File: src/rtl/qbio_pkg.sv
package qbio_pkg;

  typedef enum logic [1:0] {
    SRC_NONE  = 2'd0,
    SRC_PIN   = 2'd1,
    SRC_LATCH = 2'd2
  } rd_src_e;

  // Register path wins so that read-modify-write sees stored values.
  function automatic rd_src_e pick_source(input logic want_latch, input logic want_pin);
    if (want_latch)    return SRC_LATCH;
    else if (want_pin) return SRC_PIN;
    else               return SRC_NONE;
  endfunction

  // Weak pull-up for one bit: only when released and not open-drain.
  function automatic logic pull_for(input logic stored, input logic open_drain);
    return stored & ~open_drain;
  endfunction

endpackage

File: src/rtl/qbio_out_bank.sv
module qbio_out_bank #(
  parameter int              WIDTH      = 8,
  parameter bit              OPEN_DRAIN = 1'b0,
  parameter logic [WIDTH-1:0] RESET_VAL = '1
) (
  input  logic             clk,
  input  logic             rst_n,
  input  logic             wr_en,
  input  logic [WIDTH-1:0] wr_data,
  output logic [WIDTH-1:0] store_q,
  output logic [WIDTH-1:0] pin_o,
  output logic [WIDTH-1:0] pin_oe,
  output logic [WIDTH-1:0] pin_pu
);
  import qbio_pkg::*;

  for (genvar b = 0; b < WIDTH; b++) begin : g_bit
    logic bit_q;

    always_ff @(posedge clk or negedge rst_n) begin
      if (!rst_n)     bit_q <= RESET_VAL[b];
      else if (wr_en) bit_q <= wr_data[b];
    end

    assign store_q[b] = bit_q;
    assign pin_o[b]   = 1'b0;
    assign pin_oe[b]  = ~bit_q;
    assign pin_pu[b]  = pull_for(bit_q, OPEN_DRAIN);
  end
endmodule

File: src/rtl/qbio_sync.sv
module qbio_sync #(
  parameter int WIDTH  = 8,
  parameter int STAGES = 2
) (
  input  logic             clk,
  input  logic             rst_n,
  input  logic [WIDTH-1:0] async_i,
  output logic [WIDTH-1:0] sync_o
);
  localparam int LAST = STAGES - 1;

  logic [WIDTH-1:0] stg [STAGES];

  for (genvar s = 0; s < STAGES; s++) begin : g_stage
    if (s == 0) begin : g_first
      always_ff @(posedge clk or negedge rst_n) begin
        if (!rst_n) stg[s] <= '1;
        else        stg[s] <= async_i;
      end
    end else begin : g_next
      always_ff @(posedge clk or negedge rst_n) begin
        if (!rst_n) stg[s] <= '1;
        else        stg[s] <= stg[s-1];
      end
    end
  end

  assign sync_o = stg[LAST];
endmodule

File: src/rtl/qbio_read_path.sv
module qbio_read_path #(
  parameter int WIDTH = 8
) (
  input  logic             clk,
  input  logic             rst_n,
  input  logic             rd_latch,
  input  logic             rd_pin,
  input  logic [WIDTH-1:0] store_q,
  input  logic [WIDTH-1:0] pin_sync,
  output logic [WIDTH-1:0] rd_data,
  output logic             rd_valid
);
  import qbio_pkg::*;

  rd_src_e          src;
  logic [WIDTH-1:0] next_data;

  always_comb begin
    src = pick_source(rd_latch, rd_pin);
    unique case (src)
      SRC_LATCH: next_data = store_q;
      SRC_PIN:   next_data = pin_sync;
      default:   next_data = rd_data;
    endcase
  end

  always_ff @(posedge clk or negedge rst_n) begin
    if (!rst_n) begin
      rd_data  <= '0;
      rd_valid <= 1'b0;
    end else begin
      rd_data  <= next_data;
      rd_valid <= (src != SRC_NONE);
    end
  end
endmodule

File: src/rtl/qbio_port.sv
module qbio_port #(
  parameter int               WIDTH       = 8,
  parameter int               SYNC_STAGES = 2,
  parameter bit               OPEN_DRAIN  = 1'b0,
  parameter logic [WIDTH-1:0] RESET_VAL   = '1
) (
  input  logic             clk,
  input  logic             rst_n,
  input  logic             wr_en,
  input  logic [WIDTH-1:0] wr_data,
  input  logic             rd_latch,
  input  logic             rd_pin,
  input  logic [WIDTH-1:0] pin_i,
  output logic [WIDTH-1:0] pin_o,
  output logic [WIDTH-1:0] pin_oe,
  output logic [WIDTH-1:0] pin_pu,
  output logic [WIDTH-1:0] rd_data,
  output logic             rd_valid
);
  // Named internal events for the checker.
  logic [WIDTH-1:0] store_q;
  logic [WIDTH-1:0] pin_sync;
  logic             any_read;

  assign any_read = rd_latch | rd_pin;

  qbio_out_bank #(
    .WIDTH(WIDTH), .OPEN_DRAIN(OPEN_DRAIN), .RESET_VAL(RESET_VAL)
  ) u_bank (
    .clk(clk), .rst_n(rst_n), .wr_en(wr_en), .wr_data(wr_data),
    .store_q(store_q), .pin_o(pin_o), .pin_oe(pin_oe), .pin_pu(pin_pu)
  );

  qbio_sync #(.WIDTH(WIDTH), .STAGES(SYNC_STAGES)) u_sync (
    .clk(clk), .rst_n(rst_n), .async_i(pin_i), .sync_o(pin_sync)
  );

  qbio_read_path #(.WIDTH(WIDTH)) u_rd (
    .clk(clk), .rst_n(rst_n), .rd_latch(rd_latch), .rd_pin(rd_pin),
    .store_q(store_q), .pin_sync(pin_sync),
    .rd_data(rd_data), .rd_valid(rd_valid)
  );
endmodule

File: config.mk
export PLATFORM = sky130hd
export DESIGN_NAME = qbio_port
export DESIGN_NICKNAME = d
export VERILOG_FILES = /design/src/rtl/qbio_pkg.sv /design/src/rtl/qbio_out_bank.sv /design/src/rtl/qbio_sync.sv /design/src/rtl/qbio_read_path.sv /design/src/rtl/qbio_port.sv
export SDC_FILE = /design/constraint.sdc
export NUM_CORES = 1
export LEC_CHECK = 0
export ABC_AREA = 1
export ABC_CLOCK_PERIOD_IN_PS = 800
export BUFFER_PORTS_ARGS = -buffer_cell sky130_fd_sc_hd__buf_2
export CORE_ASPECT_RATIO = 1.1
export CORE_MARGIN = 2
export CORE_UTILIZATION = 44
export CTS_BUF_LIST = sky130_fd_sc_hd__clkbuf_8
export CTS_CLUSTER_SIZE = 30
export DETAILED_ROUTE_END_ITERATION = 7
export PLACE_DENSITY = 0.86
export SLEW_MARGIN = 10
export SYNTH_ARGS = -nofsm -noshare
export SYNTH_HDL_FRONTEND = slang
export SYNTH_SLANG_ARGS = --single-unit
File: constraint.sdc
create_clock -name clk -period 0.8 [get_ports clk]
set_input_delay 0.16 -clock clk [delete_from_list [all_inputs] [get_ports clk]]
set_output_delay 0.16 -clock clk [all_outputs]
set_load 0.01 [all_outputs]
==> results.sh <==
export IMPL_netlist_area_leader_share=0.494
export IMPL_crit_required_ns=0.64
export IMPL_ys_flop_type="dfstp_2"
export IMPL_avgSynthCellArea_um2=11.4
export IMPL_cts_sinks=33
export IMPL_fill_cells=174
export IMPL_clockBufferDepth=2
export IMPL_vias=1013
export IMPL_placed_cell_area_um2=1490
export IMPL_diodes=0
export IMPL_cts_tree="done"
export IMPL_grt_ovfl_total=0
export IMPL_coreArea_um2=2780
export IMPL_wl_per_cell_um=13.1
export IMPL_root_buffer="clkbuf_8"
export IMPL_leakage_nw=0.971
export IMPL_worst_hold_slack_ns=0.0850
export IMPL_antenna_left=0
export IMPL_row_count=20
export IMPL_cts_buffers=5
export IMPL_pin_count=54
export IMPL_synthArstFlopShare=1.00
export IMPL_drv_cap=0
export IMPL_die_width_um=55.4
export IMPL_dieArea_um2=3350
export IMPL_seq_area_frac_synth=0.670
export IMPL_grt_max_degree=34
export IMPL_htree_levels=2
export IMPL_r2r_end="u_bank.g_bit[7].bit_q"
export IMPL_slew_viol_final=0
export IMPL_synth_commonest_cells="dfstp_2 (24), nand2_1 (24), buf_4 (17)"
export IMPL_ff2ff_setup_slack_ns=-0.11
export IMPL_ys_types=12
export IMPL_syn_inst=112
export IMPL_synthTopCellsByArea="dfstp_2 (49%), dfrtp_1 (18%), buf_4 (10%), nand2_1 (7.1%), nand3_1 (6.3%)"
export IMPL_power_density_nw_per_um2=2040
export IMPL_netlist_area_um2=1280
export IMPL_synth_top_area_cell="dfstp_2"
export IMPL_start_util=0.460
export IMPL_rr_startpoint="u_bank.g_bit[7].bit_q"
export IMPL_outcome="complete, but fails checks"
export IMPL_drive_gt1_frac=0.643
export IMPL_finalInstanceArea_um2=1930
export IMPL_finalHoldViolCount=0
export IMPL_rsz0062_at_grt="true"
export IMPL_synth_warnings=0
export IMPL_drc_errors=0
export IMPL_track_usage=0.169
export IMPL_grt_pass1_wl_mm=4.11
export IMPL_rr_worst_depth=3
export IMPL_period_needed_ns=1.18
export IMPL_end_kind="output port"
export IMPL_io_buffers=45
export IMPL_crit_type="reg -> out"
export IMPL_viasPerCell=4.71
export IMPL_setup_tns_final_ns=-7.69
export IMPL_critPathLaunch="u_bank.g_bit[5].bit_q"
export IMPL_clk_pin_slew_ns=0.07
export IMPL_endpoint="pin_oe[5]"
export IMPL_fin_ws_ns=-0.383
export IMPL_ys_seq_elements=33
export IMPL_peakVddDrop_uv=1570
export IMPL_routed_wl_mm=2.82
export IMPL_crit_path_start_kind="flop"
export IMPL_insertion_delay_ns=0.28
export IMPL_violations="negative setup slack"
export IMPL_grt_pass1_vias=927
export IMPL_nets=202
export IMPL_synth_edf_count=0
export IMPL_area_growth_pct=51.2
export IMPL_setup_viol=38
export IMPL_skew_ns=0.00614
export IMPL_finalCritPeriodShare=1.48
export IMPL_hp_class="in -> reg"
export IMPL_hpwl_mm=1.66
export IMPL_fmax_mhz=845
export IMPL_whs_path_depth=3
export IMPL_place_congestion=0.763
export IMPL_critPathMaxFanout=3
export IMPL_die_h_um=60.5
export IMPL_antenna_found_initial=0
export IMPL_drt_iter0_drc=12
export IMPL_drt_pass1_iterations=4
export IMPL_arrival_ns=1.02
## routing by layer
layer / track usage / routed length (µm) / vias up
met4: 0.0836 / 74 / 0
met1: 0.181 / 1030 / 485
met2: 0.303 / 1530 / 50
li1: - / - / 466
met5: 0 / 0 / -
met3: 0.0597 / 195 / 12
## critical path, stage by stage (launching register included)
cell and delay (ns):
dfstp_2 0.57, inv_2 0.06, buf_6 0.11
## cell type report
| type | count | area, µm² | share of cell area |
|---|---|---|---|
| Sequential cell | 33 | 856 | 0.443 |
| Timing Repair Buffer | 74 | 586 | 0.303 |
| Multi-Input combinational cell | 57 | 322 | 0.166 |
| Clock buffer | 6 | 82.6 | 0.0427 |
| Tap cell | 33 | 41.3 | 0.0214 |
| Inverter | 10 | 37.5 | 0.0194 |
| Clock inverter | 2 | 7.51 | 0.00389 |
## repair_timing
action                                 4_1_cts  5_1_grt
setup buffers                                7        6
pin swaps                                    5        1
hold buffers                                 9        0
setup endpoints to repair                   36       39
endpoints found under the hold margin       17        0
gates resized for setup                     27       22
## worst min path at each step
stage | from | end | slack [ns]
after floorplan | rst_n | u_rd.rd_data[0] | -0.14
after global placement | rst_n | u_rd.rd_data[5] | 0.12
after detailed placement | rst_n | u_rd.rd_data[5] | 0.13
after CTS | wr_data[4] | u_bank.g_bit[4].bit_q | 0.06
after global routing | wr_data[4] | u_bank.g_bit[4].bit_q | 0.1
final | wr_data[4] | u_bank.g_bit[4].bit_q | 0.08
## through the flow
stage	power (W)	setup slack [ns]	std cells	util
2_1_floorplan	0.00223	0.00614	119	-
3_3_place_gp	0.00241	-0.0694	185	0.535
3_5_place_dp	0.00243	-0.0738	185	0.535
4_1_cts	0.00386	-0.368	209	0.652
5_1_grt	0.00413	-0.412	215	0.695
6_report	0.00394	-0.383	215	0.695
## flip-flops by register name, summed over array words and instances, names as in the netlist
name                count
u_bank.g_bit.bit_q      8
u_rd.rd_data            8
u_sync.stg              8
u_sync.sync_o           8
u_rd.rd_valid           1
## kinds of logic (layout without fill, tap and decap cells)
family                 count (synthesis)  after routing  share of synthesized area
other                                  1              8                    0.00294
DFF                                   33             33                      0.670
AOI/OAI and AO/OA                      8              8                     0.0313
buffers and inverters                 29             92                      0.147
and+or+nand+nor                       41             41                      0.149
## cell usage in the layout (no fill, tap or decap)
cell type	n
clkbuf_8	6
buf_2	32
o21ai_4	1
buf_6	20
o21ai_1	1
o21ai_2	6
inv_2	9
conb_1	8
nand3_1	14
dfrtp_1	9
nand3_2	2
nand2_2	1
inv_1	3
nor2_8	1
nand2_1	21
nand2_4	2
dfstp_2	24
buf_4	12
buf_12	1
dlygate4sd3_1	9
## power by group
group	leakage [nW]	total (W)	switching [W]	internal [W]
sequential	0.361	0.00194	0.0000812	0.00186
combinational	0.556	0.000769	0.000353	0.000415
clock	0.0538	0.00123	0.000560	0.000675
(Power assumes the default switching activity.)
